===== src/rtl/bod_ctl_pkg.sv =====
// Package: field layout and control-field type of the brown-out register.
// Assumes an 8-bit register whose bit positions are fixed by software.
package bod_ctl_pkg;
    localparam int REG_W      = 8;
    localparam int LEVEL_W    = 2;
    localparam int B_EN       = 0;
    localparam int B_LEVEL_LO = 1;
    localparam int B_RST_SEL  = 3;
    localparam int B_FLAG     = 4;
    localparam int B_LOWPWR   = 5;
    localparam int B_STATUS   = 6;
    localparam int B_LVR_EN   = 7;

    typedef struct packed {
        logic               lvr_en;
        logic               lowpwr;
        logic               rst_sel;
        logic [LEVEL_W-1:0] level;
        logic               en;
    } bod_ctrl_t;
endpackage


===== src/rtl/bod_sync.sv =====
// Module: multi-stage synchronizer for a vector of asynchronous inputs.
// Assumes each bit is independent (no bus coherency needed).
module bod_sync #(
    parameter int WIDTH  = 1,
    parameter int STAGES = 2
) (
    input  logic             clk,
    input  logic             rst_n,
    input  logic [WIDTH-1:0] async_i,
    output logic [WIDTH-1:0] sync_o
);
    logic [WIDTH-1:0] stage_q [STAGES];

    generate
        for (genvar s = 0; s < STAGES; s++) begin : g_stage
            // Purpose: shift the input one stage deeper each clock.
            always_ff @(posedge clk) begin
                if (!rst_n)
                    stage_q[s] <= '0;
                else if (s == 0)
                    stage_q[s] <= async_i;
                else
                    stage_q[s] <= stage_q[(s > 0) ? s-1 : 0];
            end
        end
    endgenerate

    assign sync_o = stage_q[STAGES-1];
endmodule


===== src/rtl/bod_xing_flag.sv =====
// Module: detects threshold crossings in both directions and keeps a
// sticky write-one-to-clear flag. Assumes level_i is already synchronous.
module bod_xing_flag (
    input  logic clk,
    input  logic rst_n,
    input  logic arm_i,
    input  logic level_i,
    input  logic clr_i,
    output logic flag_o
);
    logic prev_q;
    logic flag_q;
    logic set_w;

    // Purpose: remember the last synchronized comparator sample.
    always_ff @(posedge clk) begin
        if (!rst_n) prev_q <= 1'b0;
        else        prev_q <= level_i;
    end

    assign set_w = arm_i && (level_i != prev_q);

    // Purpose: sticky flag, hardware set takes priority over software clear.
    always_ff @(posedge clk) begin
        if (!rst_n)     flag_q <= 1'b0;
        else if (set_w) flag_q <= 1'b1;
        else if (clr_i) flag_q <= 1'b0;
    end

    assign flag_o = flag_q;

    a_r7_set_wins: assert property (@(posedge clk) disable iff (!rst_n)
        (set_w && clr_i) |=> flag_q);
    a_r6_clear: assert property (@(posedge clk) disable iff (!rst_n)
        (clr_i && !set_w) |=> !flag_q);
    a_r5_rise_needs_crossing: assert property (@(posedge clk) disable iff (!rst_n)
        $rose(flag_q) |-> $past(arm_i && (level_i != prev_q)));
endmodule


===== src/rtl/bod_lvr_settle.sv =====
// Module: masks the low-voltage reset request until a settling count has
// elapsed since enable. Assumes SETTLE_CYCLES >= 1.
module bod_lvr_settle #(
    parameter int SETTLE_CYCLES = 5000
) (
    input  logic clk,
    input  logic rst_n,
    input  logic en_i,
    output logic ready_o
);
    localparam int CNT_W = $clog2(SETTLE_CYCLES + 1);
    localparam logic [CNT_W-1:0] LIMIT = CNT_W'(SETTLE_CYCLES);

    logic [CNT_W-1:0] cnt_q;

    // Purpose: count enabled cycles up to the limit, restart when disabled.
    always_ff @(posedge clk) begin
        if (!rst_n || !en_i)  cnt_q <= '0;
        else if (cnt_q != LIMIT) cnt_q <= cnt_q + 1'b1;
    end

    assign ready_o = en_i && (cnt_q == LIMIT);

    a_r10_off_not_ready: assert property (@(posedge clk) disable iff (!rst_n)
        !en_i |=> (cnt_q == '0));
    a_r10_restart_masked: assert property (@(posedge clk) disable iff (!rst_n)
        $rose(en_i) |-> !ready_o);
endmodule


===== src/rtl/bod_ctl.sv =====
// Module: brown-out detector control/status register and request logic.
// Assumes cmp_below_i and lvr_trip_i are asynchronous; the permit input
// comes from the register protection logic; reset is synchronous.
module bod_ctl
    import bod_ctl_pkg::*;
#(
    parameter int         CLK_FREQ_HZ  = 50_000_000,
    parameter int         SETTLE_US    = 100,
    parameter int         SYNC_STAGES  = 2,
    parameter logic       INIT_EN      = 1'b0,
    parameter logic       INIT_RST_SEL = 1'b0,
    parameter logic       INIT_LVR_EN  = 1'b1
) (
    input  logic               clk,
    input  logic               rst_n,
    input  logic               cmp_below_i,
    input  logic               lvr_trip_i,
    input  logic               wr_permit_i,
    input  logic               reg_we_i,
    input  logic [REG_W-1:0]   reg_wdata_i,
    output logic [REG_W-1:0]   reg_rdata_o,
    output logic               det_en_o,
    output logic [LEVEL_W-1:0] det_level_o,
    output logic               det_lowpwr_o,
    output logic               lvr_en_o,
    output logic               irq_o,
    output logic               chip_rst_req_o,
    output logic               lvr_rst_req_o
);
    localparam int SETTLE_CYCLES_RAW = (CLK_FREQ_HZ / 1_000_000) * SETTLE_US;
    localparam int SETTLE_CYCLES = (SETTLE_CYCLES_RAW < 1) ? 1 : SETTLE_CYCLES_RAW;

    bod_ctrl_t  ctrl_q;
    logic [1:0] sync_w;
    logic       below_w;
    logic       trip_w;
    logic       status_w;
    logic       flag_w;
    logic       clr_w;
    logic       lvr_ready_w;

    bod_sync #(.WIDTH(2), .STAGES(SYNC_STAGES)) u_sync (
        .clk     (clk),
        .rst_n   (rst_n),
        .async_i ({lvr_trip_i, cmp_below_i}),
        .sync_o  (sync_w)
    );
    assign below_w = sync_w[0];
    assign trip_w  = sync_w[1];

    // Purpose: protected control fields, loaded only under write permit.
    always_ff @(posedge clk) begin
        if (!rst_n) begin
            ctrl_q.en      <= INIT_EN;
            ctrl_q.level   <= '0;
            ctrl_q.rst_sel <= INIT_RST_SEL;
            ctrl_q.lowpwr  <= 1'b0;
            ctrl_q.lvr_en  <= INIT_LVR_EN;
        end else if (reg_we_i && wr_permit_i) begin
            ctrl_q.en      <= reg_wdata_i[B_EN];
            ctrl_q.level   <= reg_wdata_i[B_LEVEL_LO +: LEVEL_W];
            ctrl_q.rst_sel <= reg_wdata_i[B_RST_SEL];
            ctrl_q.lowpwr  <= reg_wdata_i[B_LOWPWR];
            ctrl_q.lvr_en  <= reg_wdata_i[B_LVR_EN];
        end
    end

    assign clr_w = reg_we_i && reg_wdata_i[B_FLAG];

    bod_xing_flag u_flag (
        .clk     (clk),
        .rst_n   (rst_n),
        .arm_i   (ctrl_q.en),
        .level_i (below_w),
        .clr_i   (clr_w),
        .flag_o  (flag_w)
    );

    bod_lvr_settle #(.SETTLE_CYCLES(SETTLE_CYCLES)) u_settle (
        .clk     (clk),
        .rst_n   (rst_n),
        .en_i    (ctrl_q.lvr_en),
        .ready_o (lvr_ready_w)
    );

    assign status_w = ctrl_q.en && below_w;

    // Purpose: assemble the read view of the register.
    always_comb begin
        reg_rdata_o                            = '0;
        reg_rdata_o[B_EN]                      = ctrl_q.en;
        reg_rdata_o[B_LEVEL_LO +: LEVEL_W]     = ctrl_q.level;
        reg_rdata_o[B_RST_SEL]                 = ctrl_q.rst_sel;
        reg_rdata_o[B_FLAG]                    = flag_w;
        reg_rdata_o[B_LOWPWR]                  = ctrl_q.lowpwr;
        reg_rdata_o[B_STATUS]                  = status_w;
        reg_rdata_o[B_LVR_EN]                  = ctrl_q.lvr_en;
    end

    assign det_en_o       = ctrl_q.en;
    assign det_level_o    = ctrl_q.level;
    assign det_lowpwr_o   = ctrl_q.lowpwr;
    assign lvr_en_o       = ctrl_q.lvr_en;
    assign irq_o          = flag_w && ctrl_q.en && !ctrl_q.rst_sel;
    assign chip_rst_req_o = status_w && ctrl_q.rst_sel;
    assign lvr_rst_req_o  = lvr_ready_w && trip_w;

    a_r2_protected_hold: assert property (@(posedge clk) disable iff (!rst_n)
        !(reg_we_i && wr_permit_i) |=> $stable(ctrl_q));
    a_r4_status_off: assert property (@(posedge clk) disable iff (!rst_n)
        !det_en_o |-> !reg_rdata_o[B_STATUS]);
    a_r8_r9_exclusive: assert property (@(posedge clk) disable iff (!rst_n)
        !(irq_o && chip_rst_req_o));
    a_r8_rst_needs_enable: assert property (@(posedge clk) disable iff (!rst_n)
        chip_rst_req_o |-> (det_en_o && reg_rdata_o[B_RST_SEL]));
    a_r10_lvr_needs_enable: assert property (@(posedge clk) disable iff (!rst_n)
        lvr_rst_req_o |-> lvr_en_o);
endmodule


===== config.mk =====
export PLATFORM = sky130hd
export DESIGN_NAME = bod_ctl
export DESIGN_NICKNAME = d
export VERILOG_FILES = /design/src/rtl/bod_ctl_pkg.sv /design/src/rtl/bod_sync.sv /design/src/rtl/bod_xing_flag.sv /design/src/rtl/bod_lvr_settle.sv /design/src/rtl/bod_ctl.sv
export SDC_FILE = /design/constraint.sdc
export NUM_CORES = 1
export LEC_CHECK = 0
export BUFFER_PORTS_ARGS = -buffer_cell sky130_fd_sc_hd__buf_2
export CAP_MARGIN = 0
export CORE_MARGIN = 2
export CORE_UTILIZATION = 40
export CTS_CLUSTER_DIAMETER = 30
export CTS_CLUSTER_SIZE = 8
export DETAILED_ROUTE_END_ITERATION = 7
export PLACE_DENSITY = 0.74
export SKIP_CTS_REPAIR_TIMING = 1
export SYNTH_ARGS = -nofsm -noshare
export SYNTH_HDL_FRONTEND = slang
export SYNTH_SLANG_ARGS = --single-unit

===== constraint.sdc =====
create_clock -name clk -period 2.1 [get_ports clk]
set_input_delay 0.315 -clock clk [delete_from_list [all_inputs] [get_ports clk]]
set_output_delay 0.315 -clock clk [all_outputs]
set_load 0.1 [all_outputs]

### Word level (Yosys, flattened, before mapping)

Memory sizes are Yosys's and may differ from the RTL's.
Index checks and enable logic that the tools add are counted.

| word-level totals | value |
|---|---|
| memory bits (writable) | 4 |
| output and inout port bits | 16 |
| register bits | 21 |
| memories | 1 |

Memory list:

| name | depth | width | read ports | clocked after memory_dff | write ports | line | text |
|---|---|---|---|---|---|---|---|
| u_sync.stage_q | 2 | 2 | 2 | 0 | 2 | bod_sync.sv:12 | `logic [WIDTH-1:0] stage_q [STAGES];` |

| cells by class | value |
|---|---|
| equality and inequality tests | 3 |
| muxes and demuxes | 6 |
| $add $sub $neg | 1 |
| bitwise operators | 2 |
| reduce and logical (&&, ||, !) cells | 14 |

Operators by type and width:

| operator | count |
|---|---|
| $add A13 B1 Y13 const B | 1 |
| $eq A13 B13 Y1 const B | 1 |
| $ne A13 B13 Y1 const B | 1 |
| $logic_and A1 B1 Y1 | 9 |
| $mux W1 | 4 |
| $mux W2 | 2 |
| $logic_not A1 Y1 | 3 |
| $or A1 B1 Y1 | 2 |
| $reduce_bool A2 Y1 | 1 |
| $logic_or A1 B1 Y1 | 1 |
| $ne A1 B1 Y1 | 1 |

### Logic depth before layout (Yosys ltp)

| depth | value |
|---|---|
| word-level depth | 3 |
| mapped depth | 5 |

### By module

A second synthesis with hierarchy kept.

| second synthesis, totals | value |
|---|---|
| cells, all modules | 130 |
| area, all modules | 1,163.6 µm² |

Modules (own cells, without submodules):

| module | times used | area each (µm²) | cells an instance | sequential area each (µm²) |
|---|---|---|---|---|
| bod_lvr_settle | 1 | 673.1 | 77 | 260.2 |
| bod_ctl | 1 | 312.8 | 38 | 120.1 |
| bod_sync | 1 | 105.1 | 8 | 80.1 |
| bod_xing_flag | 1 | 72.6 | 7 | 40.0 |

### Least setup slack after synthesis

OpenSTA, ideal clock, no wires.

| timing | value |
|---|---|
| path kind | register -> output |
| from | reg ctrl_q, in the netlist lvr_en_o |
| to | out lvr_rst_req_o |
| cell stages (with the launch flop) | 3 |
| required time | 1.785 ns |
| slack | -2.142 ns |
| data arrival time | 3.927 ns |
| cells stage by stage | dfxtp_1 > nand2_1 > nor4_1 |

| between the ends | value |
|---|---|
| word-level cells in the longest chain between the ends | 2 |

Ends and longest elaborated chain:

| item | line | text |
|---|---|---|
| start, declared | bod_ctl.sv:33 | `bod_ctrl_t ctrl_q;` |
| $logic_and A1 B1 Y1 | bod_lvr_settle.sv:22 | `assign ready_o = en_i && (cnt_q == LIMIT);` |
| $logic_and A1 B1 Y1 | bod_ctl.sv:106 | `assign lvr_rst_req_o = lvr_ready_w && trip_w;` |
| end, declared | bod_ctl.sv:28 | `output logic lvr_rst_req_o` |

Every way passes these cells.

### Worst setup path after layout

| timing | value |
|---|---|
| from | reg u_settle.cnt_q[10] |
| to | out lvr_rst_req_o |

| between the ends | value |
|---|---|
| word-level cells in the longest chain between the ends | 3 |

Ends and longest elaborated chain:

| item | line | text |
|---|---|---|
| start, declared | bod_lvr_settle.sv:14 | `logic [CNT_W-1:0] cnt_q;` |
| start signal, assigned | bod_lvr_settle.sv:19 | `else if (cnt_q != LIMIT) cnt_q <= cnt_q + 1'b1;` |
| $eq A13 B13 Y1 | bod_lvr_settle.sv:22 |  |
| $logic_and A1 B1 Y1 | bod_lvr_settle.sv:22 |  |
| $logic_and A1 B1 Y1 | bod_ctl.sv:106 |  |

Every way passes these cells.

==> flow_metrics.tcl <==
set metrics [dict create \
    cts_buffer_depth 2 \
    ys_ff_latch 25 \
    swShare_pct 31.84 \
    fin_nets 169 \
    first_pass_iters 4 \
    max_slew_margin_pct 65.16 \
    wirelength_um 2327 \
    crit_required_ns 1.78 \
    worst_r2r_startpoint "u_settle.cnt_q[2]" \
    seq_power_share_pct 57.0 \
    multi_input_area_um2 604.3 \
    cts.sinks 25 \
    r2r_end "u_settle.cnt_q[11]" \
    die_w_um 57.65 \
    drtAntennaViolNets 0 \
    worstSkewPairLatency_ns 0.32 \
    violations "negative setup slack" \
    root_buffer "clkbuf_4" \
    dieArea_mm2 0.003323 \
    gp_congestion 0.8679 \
    p_per_area_mw_per_mm2 650.9 \
    finalWorstSetupSlack_ns -0.03426 \
    crit_path_end_kind "output port" \
    die_h_um 57.65 \
    combPwrFrac_pct 17.2 \
    grt_max_degree 17 \
    hold_viol 0 \
    drtIter0Drc 15 \
    finalClockSkew_ns 0.004110 \
    io_pins 30 \
    reg2reg_slack_ns 0.54 \
    synth_warnings 0 \
    period_minus_slack_ns 2.134 \
    coreArea_mm2 0.002734 \
    whs_path_depth 2 \
    worstPathMaxFanout 6 \
    tritoncts "yes" \
    initial_utilization_pct 42.11 \
    setup.worst_path.start_class "flip-flop" \
    hp-start "lvr_trip_i" \
    synth_cells 130 \
    peakVddDrop_mv 0.4429 \
    tightest_slew_ns 0.5153 \
    worst_ep_arrival_time_ns 1.82 \
    outcome "finished with violations" \
    hp-class "in2reg" \
    switching_power_mw 0.2811 \
    cts.clk_slew.worst_paths_ns 0.14 \
    seqCellArea_um2 508.0 \
    tns_ns -0.03426 \
    via_count 1015 \
    fillers 254 \
    antennaDiodeCount 0 \
    syn2layout_area_growth_pct 17.83 \
    netlist-cell-type-count 31 \
    grt_pass1_wl_um 4002 \
    finalSetupViolCount 1 \
    reg2reg_depth 4 \
    numPortBuffers 28 \
    drive_gt1_share_pct 30.26 \
    fin_hold_ws_ns 0.1795 \
    num_rows 19 \
    syn_area_per_cell_um2 8.855 \
    synth-seq-area-share_pct 43.48 \
    crit_type "reg2out" \
    fin_crit_sh_pct 101.6 \
    power_leakage_nw 0.5330 \
    post_drt_wl_per_cell_um 12.72 \
    rsz0062_at_grt "true" \
    drv_slew 0 \
    grt_pass1_vias 932 \
    htree_levels 1 \
    min_to "u_sync.stage_q[0][1]" \
    drt-vias-per-instance 5.546 \
    p_int_mw 0.6018 \
    syn-num-nets 146 \
    antenna_found_initial 0 \
    hpwl_um 1751 \
    pwr-share-clk_pct 25.8 \
    synth_area_mm2 0.001151 \
    cts_made_buffers 3 \
    maxCapViolations 0 \
    fmax_mhz 468.5 \
    grt_overflow_total 0 \
    drcViolationCount 0 \
    grtUsageTotal_pct 14.94 \
]
## power groups by stage
stage          Sequential (mW)  Clock (mW)  Combinational, mW
2_1_floorplan            0.553           0             0.0828
3_3_place_gp             0.513           0              0.145
3_5_place_dp             0.514           0              0.148
4_1_cts                  0.503       0.236              0.148
5_1_grt                  0.506       0.251              0.161
6_report                 0.503       0.228              0.152
## cell usage after synthesis
master | count | share of area, %
a311o_2 | 1 | 0.98
and4bb_2 | 1 | 1.1
nand4_1 | 3 | 1.6
nor4b_1 | 1 | 0.76
or3_1 | 4 | 2.2
or4b_1 | 1 | 0.87
nand3_1 | 12 | 5.2
and2_1 | 6 | 3.3
o21ai_0 | 4 | 1.7
and3_1 | 1 | 0.54
inv_1 | 3 | 0.98
or4_1 | 4 | 2.6
xor2_1 | 3 | 2.3
a31oi_1 | 1 | 0.54
o31ai_1 | 5 | 3.3
nor4_1 | 2 | 1.1
a21boi_0 | 5 | 3.3
dfxtp_1 | 25 | 43
clkbuf_1 | 2 | 0.65
nor2b_1 | 1 | 0.54
buf_4 | 9 | 5.9
and4b_1 | 1 | 0.87
nor2_1 | 3 | 0.98
nor3_1 | 1 | 0.43
nand4b_1 | 1 | 0.76
or4bb_1 | 1 | 0.98
nand4_2 | 1 | 1.1
a22oi_1 | 1 | 0.65
ha_1 | 2 | 2.2
a21oi_1 | 10 | 4.3
nand2_1 | 15 | 4.9
## layer usage
metal  track usage, %  routed length, µm  vias up
li1                 -                  -      509
met1            18.53               1042      481
met2            25.49               1179       21
met3            1.786                 80        4
met4            7.641                 25        0
met5                0                  0        -
## worst max-delay path: stages (launching register included)
cell and delay, ns:
dfxtp_2 0.37, or4b_4 0.58, nor4_4 0.33, buf_12 0.21
## state kept, by name, summed over array words and instances (netlist names)
name,count
u_sync.stage_q,4
det_level_o,2
u_flag.flag_o,1
u_settle.cnt_q,13
det_lowpwr_o,1
det_en_o,1
u_flag.prev_q,1
lvr_en_o,1
reg_rdata_o,1
## cell families (layout without fill, tap and decap cells)
family | Yosys count | after routing | share of synthesized area, %
fa+ha+maj | 2 | 2 | 2.174
buf+inv | 14 | 36 | 7.500
compound gates | 27 | 27 | 14.78
simple gates | 59 | 59 | 29.78
xor+xnor | 3 | 3 | 2.283
flops | 25 | 25 | 43.48
## final cells by class
class,count,share of cell area [%]
multi-input combinational,91,44.56
clock inverter,1,0.6458
clock buffer,3,1.661
tap,31,2.860
sequential,25,37.45
timing repair buffer,29,11.99
inverter,3,0.8303
## placed cells by master (no fill, tap or decap), types with 4 or more instances in the layout
cell type / n
nand2_1: 15
dfxtp_1: 21
o31ai_1: 5
a21boi_0: 5
or4_1: 4
nand3_1: 12
o21ai_0: 4
or3_1: 4
a21oi_1: 10
and2_1: 6
buf_2: 27
## per-stage QoR
| step | power (mW) | setup slack (ns) | util, % | cell area, µm² | cells |
|---|---|---|---|---|---|
| floorplan | 0.6357 | -0.2126 | - | 1181 | 130 |
| global placement | 0.6580 | 0.3142 | 47.83 | 1308 | 179 |
| detailed placement | 0.6616 | 0.3044 | 47.83 | 1308 | 179 |
| CTS | 0.8876 | -0.08526 | 48.97 | 1339 | 183 |
| global route | 0.9180 | -0.08651 | 49.61 | 1356 | 183 |
| finish | 0.8829 | -0.03426 | 49.61 | 1356 | 183 |
## worst max-delay path by stage
stage / start / slack, ns / cells after the start / to
6_report: u_settle.cnt_q[10] / -0.03 / 3 / lvr_rst_req_o
5_1_grt: u_settle.cnt_q[10] / -0.09 / 3 / lvr_rst_req_o
4_1_cts: u_settle.cnt_q[7] / -0.09 / 3 / lvr_rst_req_o
3_5_place_dp: u_settle.cnt_q[7] / 0.30 / 3 / lvr_rst_req_o
3_3_place_gp: u_settle.cnt_q[7] / 0.31 / 3 / lvr_rst_req_o
2_1_floorplan: u_settle.cnt_q[10] / -0.21 / 2 / lvr_rst_req_o
Power figures use the tool's default switching activity.
